<file path="src/rtl/spi_rd_pkg.sv">
package spi_rd_pkg;

  typedef enum logic [1:0] {
    PH_CMD,
    PH_ADDR,
    PH_DATA,
    PH_SKIP
  } phase_e;

  // strobes from control to datapath
  typedef struct packed {
    logic capture;     // last address bit sampled
    logic loadStatus;  // start of first output byte
    logic loadByte;    // start of a memory byte, advance pointer
    logic shiftOut;    // move next bit to MISO
  } dpCtrl_t;

endpackage

</file>
<file path="src/rtl/spi_rd_ctrl.sv">
module spi_rd_ctrl
  import spi_rd_pkg::*;
#(
  parameter int BYTE_W = 8,
  parameter int ADDR_W = 9,
  parameter logic [2:0] OPC_TAIL = 3'b011
) (
  input  logic              clk,
  input  logic              rstN,
  input  logic              sckIn,
  input  logic              csN,
  input  logic              mosi,
  output dpCtrl_t           ctl,
  output logic [ADDR_W-1:0] capAddr,
  output logic              misoOe
);

  localparam int CNT_W = $clog2(BYTE_W);
  localparam logic [CNT_W-1:0] LAST_BIT = CNT_W'(BYTE_W - 1);

  logic [1:0] sckSync, csSync, mosiSync;
  logic       sckPrev;
  logic       sckRise, sckFall, csActive;

  phase_e           phase;
  logic [CNT_W-1:0] bitCnt;
  logic [BYTE_W-1:0] shiftIn, nextIn;
  logic             addrHi;
  logic             firstPend;
  logic             oeReg;
  logic             opcOk;

  always_ff @(posedge clk) begin
    if (!rstN) begin
      sckSync  <= 2'b11;
      csSync   <= 2'b11;
      mosiSync <= 2'b00;
      sckPrev  <= 1'b1;
    end else begin
      sckSync  <= {sckSync[0], sckIn};
      csSync   <= {csSync[0], csN};
      mosiSync <= {mosiSync[0], mosi};
      sckPrev  <= sckSync[1];
    end
  end

  assign sckRise  = sckSync[1] & ~sckPrev;
  assign sckFall  = ~sckSync[1] & sckPrev;
  assign csActive = ~csSync[1];

  assign nextIn  = {shiftIn[BYTE_W-2:0], mosiSync[1]};
  assign capAddr = {addrHi, nextIn};
  assign opcOk   = (nextIn[7:4] == 4'b0000) && (nextIn[2:0] == OPC_TAIL);

  always_comb begin
    ctl = '0;
    if (csActive && phase == PH_ADDR && sckRise && bitCnt == LAST_BIT)
      ctl.capture = 1'b1;
    if (csActive && phase == PH_DATA && sckFall) begin
      if (bitCnt == '0) begin
        if (firstPend) ctl.loadStatus = 1'b1;
        else           ctl.loadByte   = 1'b1;
      end else begin
        ctl.shiftOut = 1'b1;
      end
    end
  end

  always_ff @(posedge clk) begin
    if (!rstN || !csActive) begin
      phase     <= PH_CMD;
      bitCnt    <= '0;
      shiftIn   <= '0;
      addrHi    <= 1'b0;
      firstPend <= 1'b1;
      oeReg     <= 1'b0;
    end else begin
      unique case (phase)
        PH_CMD: if (sckRise) begin
          shiftIn <= nextIn;
          bitCnt  <= bitCnt + 1'b1;
          if (bitCnt == LAST_BIT) begin
            addrHi <= nextIn[3];
            phase  <= opcOk ? PH_ADDR : PH_SKIP;
          end
        end
        PH_ADDR: if (sckRise) begin
          shiftIn <= nextIn;
          bitCnt  <= bitCnt + 1'b1;
          if (bitCnt == LAST_BIT) phase <= PH_DATA;
        end
        PH_DATA: if (sckFall) begin
          bitCnt <= bitCnt + 1'b1;
          if (bitCnt == '0) begin
            firstPend <= 1'b0;
            oeReg     <= 1'b1;
          end
        end
        default: ;
      endcase
    end
  end

  assign misoOe = oeReg;

endmodule

</file>
<file path="src/rtl/spi_rd_dp.sv">
module spi_rd_dp
  import spi_rd_pkg::*;
#(
  parameter int BYTE_W = 8,
  parameter int ADDR_W = 9,
  parameter logic [ADDR_W-1:0] LAST_ADDR = 9'h135,
  parameter logic [ADDR_W-1:0] TOG_ADDR  = 9'h126,
  parameter logic [ADDR_W-1:0] CLK_BASE  = 9'h128,
  parameter int CLK_BYTES = 8
) (
  input  logic                        clk,
  input  logic                        rstN,
  input  dpCtrl_t                     ctl,
  input  logic [ADDR_W-1:0]           capAddr,
  input  logic [BYTE_W-1:0]           statusIn,
  input  logic [BYTE_W-1:0]           memData,
  input  logic [CLK_BYTES*BYTE_W-1:0] rtcLive,
  output logic [ADDR_W-1:0]           memAddr,
  output logic                        misoOut,
  output logic                        toggleMode
);

  localparam int CIDX_W = (CLK_BYTES > 1) ? $clog2(CLK_BYTES) : 1;
  localparam logic [ADDR_W-1:0] CLK_END = CLK_BASE + ADDR_W'(CLK_BYTES - 1);

  logic [ADDR_W-1:0] ptr, nextPtr, clkOff;
  logic [BYTE_W-1:0] snap [CLK_BYTES];
  logic [BYTE_W-1:0] txShift, byteSel;
  logic              togMode;

  // one snapshot register per clock byte
  for (genvar g = 0; g < CLK_BYTES; g++) begin : gSnap
    always_ff @(posedge clk) begin
      if (!rstN)            snap[g] <= '0;
      else if (ctl.capture) snap[g] <= rtcLive[g*BYTE_W +: BYTE_W];
    end
  end

  assign clkOff = ptr - CLK_BASE;

  always_comb begin
    if (ptr > LAST_ADDR)
      byteSel = '0;
    else if (ptr >= CLK_BASE && ptr <= CLK_END)
      byteSel = snap[clkOff[CIDX_W-1:0]];
    else
      byteSel = memData;
  end

  always_comb begin
    if (togMode)                nextPtr = ptr ^ ADDR_W'(1);
    else if (ptr == LAST_ADDR)  nextPtr = '0;
    else                        nextPtr = ptr + 1'b1;
  end

  always_ff @(posedge clk) begin
    if (!rstN) begin
      ptr     <= '0;
      togMode <= 1'b0;
      txShift <= '0;
    end else begin
      if (ctl.capture) begin
        ptr     <= capAddr;
        togMode <= (capAddr[ADDR_W-1:1] == TOG_ADDR[ADDR_W-1:1]);
      end
      if (ctl.loadStatus) txShift <= statusIn;
      if (ctl.loadByte) begin
        txShift <= byteSel;
        ptr     <= nextPtr;
      end
      if (ctl.shiftOut) txShift <= {txShift[BYTE_W-2:0], 1'b0};
    end
  end

  assign memAddr    = ptr;
  assign misoOut    = txShift[BYTE_W-1];
  assign toggleMode = togMode;

endmodule

</file>
<file path="src/rtl/spi_read_seq.sv">
module spi_read_seq
  import spi_rd_pkg::*;
#(
  parameter int BYTE_W = 8,
  parameter int ADDR_W = 9,
  parameter logic [ADDR_W-1:0] LAST_ADDR = 9'h135,
  parameter logic [ADDR_W-1:0] TOG_ADDR  = 9'h126,
  parameter logic [ADDR_W-1:0] CLK_BASE  = 9'h128,
  parameter int CLK_BYTES = 8
) (
  input  logic                        clk,
  input  logic                        rstN,
  input  logic                        sckIn,
  input  logic                        csN,
  input  logic                        mosi,
  input  logic [BYTE_W-1:0]           statusIn,
  input  logic [BYTE_W-1:0]           memData,
  input  logic [CLK_BYTES*BYTE_W-1:0] rtcLive,
  output logic [ADDR_W-1:0]           memAddr,
  output logic                        misoOut,
  output logic                        misoOe
);

  dpCtrl_t           ctl;
  logic [ADDR_W-1:0] capAddr;
  logic              toggleMode;

  spi_rd_ctrl #(.BYTE_W(BYTE_W), .ADDR_W(ADDR_W)) uCtrl (
    .clk(clk), .rstN(rstN), .sckIn(sckIn), .csN(csN), .mosi(mosi),
    .ctl(ctl), .capAddr(capAddr), .misoOe(misoOe)
  );

  spi_rd_dp #(
    .BYTE_W(BYTE_W), .ADDR_W(ADDR_W), .LAST_ADDR(LAST_ADDR),
    .TOG_ADDR(TOG_ADDR), .CLK_BASE(CLK_BASE), .CLK_BYTES(CLK_BYTES)
  ) uDp (
    .clk(clk), .rstN(rstN), .ctl(ctl), .capAddr(capAddr),
    .statusIn(statusIn), .memData(memData), .rtcLive(rtcLive),
    .memAddr(memAddr), .misoOut(misoOut), .toggleMode(toggleMode)
  );

endmodule

</file>
<file path="config.mk">
export PLATFORM = sky130hd
export DESIGN_NAME = spi_read_seq
export DESIGN_NICKNAME = d
export VERILOG_FILES = /design/src/rtl/spi_rd_pkg.sv /design/src/rtl/spi_rd_ctrl.sv /design/src/rtl/spi_rd_dp.sv /design/src/rtl/spi_read_seq.sv
export SDC_FILE = /design/constraint.sdc
export NUM_CORES = 1
export LEC_CHECK = 0
export ABC_CLOCK_PERIOD_IN_PS = 5900
export BUFFER_PORTS_ARGS = -buffer_cell sky130_fd_sc_hd__buf_2
export CORE_ASPECT_RATIO = 0.7
export CORE_MARGIN = 4
export CORE_UTILIZATION = 60
export DETAILED_ROUTE_END_ITERATION = 10
export GPL_ROUTABILITY_DRIVEN = 0
export HOLD_SLACK_MARGIN = 0.02
export PLACE_DENSITY = 0.92
export SLEW_MARGIN = 10
export SYNTH_ARGS = -nofsm -noshare
export SYNTH_HDL_FRONTEND = slang
export SYNTH_HIERARCHICAL = 1
export SYNTH_SLANG_ARGS = --single-unit
</file>
<file path="constraint.sdc">
create_clock -name clk -period 5.9 [get_ports clk]
set_input_delay 0 -clock clk [delete_from_list [all_inputs] [get_ports clk]]
set_output_delay 0 -clock clk [all_outputs]
set_load 0.1 [all_outputs]
</file>
==> reports/metrics.cfg <==
[power_and_ir_drop]
power_frac_comb = 0.067
p_switching_mw = 0.328
seq_power_share = 0.518
ir_worst_vdd_mv = 0.258
pwr-share-clk = 0.415
switching_share = 0.214
power.internal_mw = 1.20
power_leakage_nw = 2.73
p_per_area_nw_per_um2 = 231

[global_routing]
grt_pass1_wl_mm = 24.1
overflow = 0
grt_pass1_vias = 4430
grt_antenna_before_repair = 0
grt_usage = 0.310
grt_start_max_net_pins = 76

[logic_synthesis]
syn_avg_cell_area_um2 = 11.7
netlist_area_um2 = 5110
synth_cells = 437
synth_seq_cells = 104
ys_seq_area_frac = 0.533
synthFlopType = edfxtp_1
ys_warn_count = 6
synth_top_area_cell = edfxtp_1
synthTopCellsByArea = edfxtp_1 (38%), dfxtp_1 (16%), and3_1 (8.3%)
synth_edf_count = 64
synth_top_area_frac = 0.376
async_flop_share = 0
syn_nets = 527
synth.distinct_cells = 61

[floorplan]
die-area_um2 = 10100
row_count = 27
die_w_um = 118
pin_count = 96
initial_core_util = 0.633
core_area_um2 = 8070
fp.dieH_um = 85.2

[sta]
worst_slack_ns = 3.06
tightest_slew_ns = 1.04
setup_violations = 0
maxSlewHeadroom = 0.301
period_needed_ns = 2.84
whs_ns = 0.0515
finalSetupTns_ns = 0
rsz0062_at_grt = false
hold_violations = 0
slew_violations = 0
fin_crit_sh = 0.481
fmax_mhz = 353
skew_ns = 0.0108

[worst_setup_path]
timing.rr.start = uCtrl/bitCnt[0]$_SDFFE_PP0P_
crit_required_ns = 6.14
crit_path_start = uCtrl/bitCnt[0]$_SDFFE_PP0P_
r2r-end = uDp/memAddr[7]$_SDFFE_PN0P_
crit_end = uDp/memAddr[7]$_SDFFE_PN0P_
slowest_delay_ns = 0.60
critPathKind = register to register
critPathLaunchType = register
rr_worst_depth = 10
ff2ff_setup_slack_ns = 3.06
crit_arrival_ns = 3.08
cp_slowest_cell = a41oi_1
path_max_fanout = 17
worst_setup_path_end_kind = register
crit_chain = inv_1, ha_1, nor2b_1, nand2_1, nor3_1, buf_4, nand2b_1, a41oi_1, o21ai_0, a221oi_1

[job]
max-cap-violations = 0

[finish]
regArea_um2 = 2720
areaGrowthSynthToFinish_pct = 29.6
fin_nets = 674
utilization = 0.820
final_common_cell = buf_2
drive_gt1_frac = 0.236
multi_input_area_um2 = 2180
final_area_um2 = 6620
num_antenna_cells = 0
layout_common_cells = buf_2 (95), dlygate4sd3_1 (70), and3_1 (68)
n_fill_cell = 426

[route]
drtIter0Drc = 577
dr.pass1.iters = 6
antenna_left = 0
drcViolationCount = 0
routed_wirelength_mm = 15.5
via_per_inst = 6.52
vias = 4498
wl_per_cell_um = 22.5

[clock_tree]
worstSkewPairLatency_ns = 0.35
htreeDepth = 3
cts_root_buf = clkbuf_16
post_cts_buffers = 0
numCtsBuffers = 9
cts_tree = done
clkTransAtPathRegs_ns = 0.07
clock_sinks = 104
clk_path_buf_depth = 2

[placed_design]
preCtsSetupSlack_ns = 2.84
io_buffers = 95
dpl_cell_area_um2 = 5590
dp.final_hpwl_mm = 8.31

[outcome]
status = finished, final reports clean

[min_path]
hp-class = input port to register

cells in the mapped netlist, drive strengths merged (8+ instances only):
| cell type | number |
|---|---|
| nand2b | 8 |
| buf | 12 |
| nand3 | 9 |
| edfxtp | 64 |
| a31oi | 8 |
| nor3 | 9 |
| mux2 | 9 |
| clkbuf | 22 |
| and3 | 68 |
| mux4 | 11 |
| dfxtp | 40 |
| a21oi | 20 |
| nand2 | 26 |
| inv | 13 |
| o21ai | 8 |
| mux2i | 13 |
critical path: cells and delay by family, from the launching register on:
family | cells | cell delay (ns)
flops | 1 | 0.33
compound gates | 3 | 1.10
fa+ha+maj | 1 | 0.15
simple gates | 4 | 0.82
buf+inv | 2 | 0.31
how the worst min path moves through the flow:
stage                     start                            to  slack [ns]  depth (start not counted)
CTS                 rtcLive[56]  uDp/snap[7][0]$_SDFFCE_PN0P_        0.03                          2
finish               memData[6]   uDp/txShift[6]$_SDFFE_PN0P_        0.05                          3
global route         memData[6]   uDp/txShift[6]$_SDFFE_PN0P_        0.04                          3
detailed placement          csN    uCtrl/csSync[0]$_SDFF_PN1_        0.21                          2
floorplan                  rstN    uCtrl/csSync[1]$_SDFF_PN1_        0.07                          1
global placement            csN    uCtrl/csSync[0]$_SDFF_PN1_        0.21                          2
kinds of logic (layout without fill, tap and decap cells):
group,after synthesis,in the layout,synth area share
and+or+nand+nor,151,151,0.179
adders and majority gates,5,5,0.0122
xor gates and xnor gates,1,1,0.00171
AOI/OAI and AO/OA,95,95,0.133
muxes,33,33,0.0982
buffers and inverters,48,200,0.0436
DFF,104,104,0.533
area by class of cell:
class,instances,area share
inverters,14,0.00794
well taps,101,0.0191
multi-input cells,285,0.329
clock buffers,12,0.0436
flip-flops and latches,104,0.411
clock inverters,4,0.00605
repair buffers,170,0.183
state kept, by name, summed over array words and instances, names as in the netlist, 2 cells and up:
signal and flops:
uCtrl/csSync 2, uCtrl/sckSync 2, uCtrl/mosiSync 2, uDp/snap 64
uCtrl/phase 2, uDp/txShift 8, uCtrl/bitCnt 3, uCtrl/shiftIn 7
uDp/memAddr 9
per-stage QoR:
stage	total power, mW	std cells
global route	1.58	690
finish	1.53	690
floorplan	0.830	437
detailed placement	0.867	604
CTS	1.52	690
global placement	0.863	604
per-layer routing:
layer / part of all wire / routed length [um] / vias up / global-route usage
met5: 0 / 0 / - / 0
met3: 0.10 / 1580 / 50 / 0.0746
met1: 0.37 / 5770 / 2121 / 0.377
li1: - / - / 1988 / -
met2: 0.49 / 7530 / 339 / 0.531
met4: 0.040 / 617 / 0 / 0.134
power groups by stage:
stage	combinational (mW)	clock, mW	sequential (mW)
finish	0.103	0.634	0.793
global placement	0.0575	0	0.806
CTS	0.0962	0.633	0.791
floorplan	0.0249	0	0.806
global route	0.109	0.673	0.794
detailed placement	0.0601	0	0.807
repair_timing:
item | CTS | global route
hold endpoints to repair | 70 | 0
gates resized for setup | 0 | 0
endpoints found under the setup margin | 0 | 0
hold buffers | 70 | 0
No activity file was read; power rests on OpenSTA's default activity.
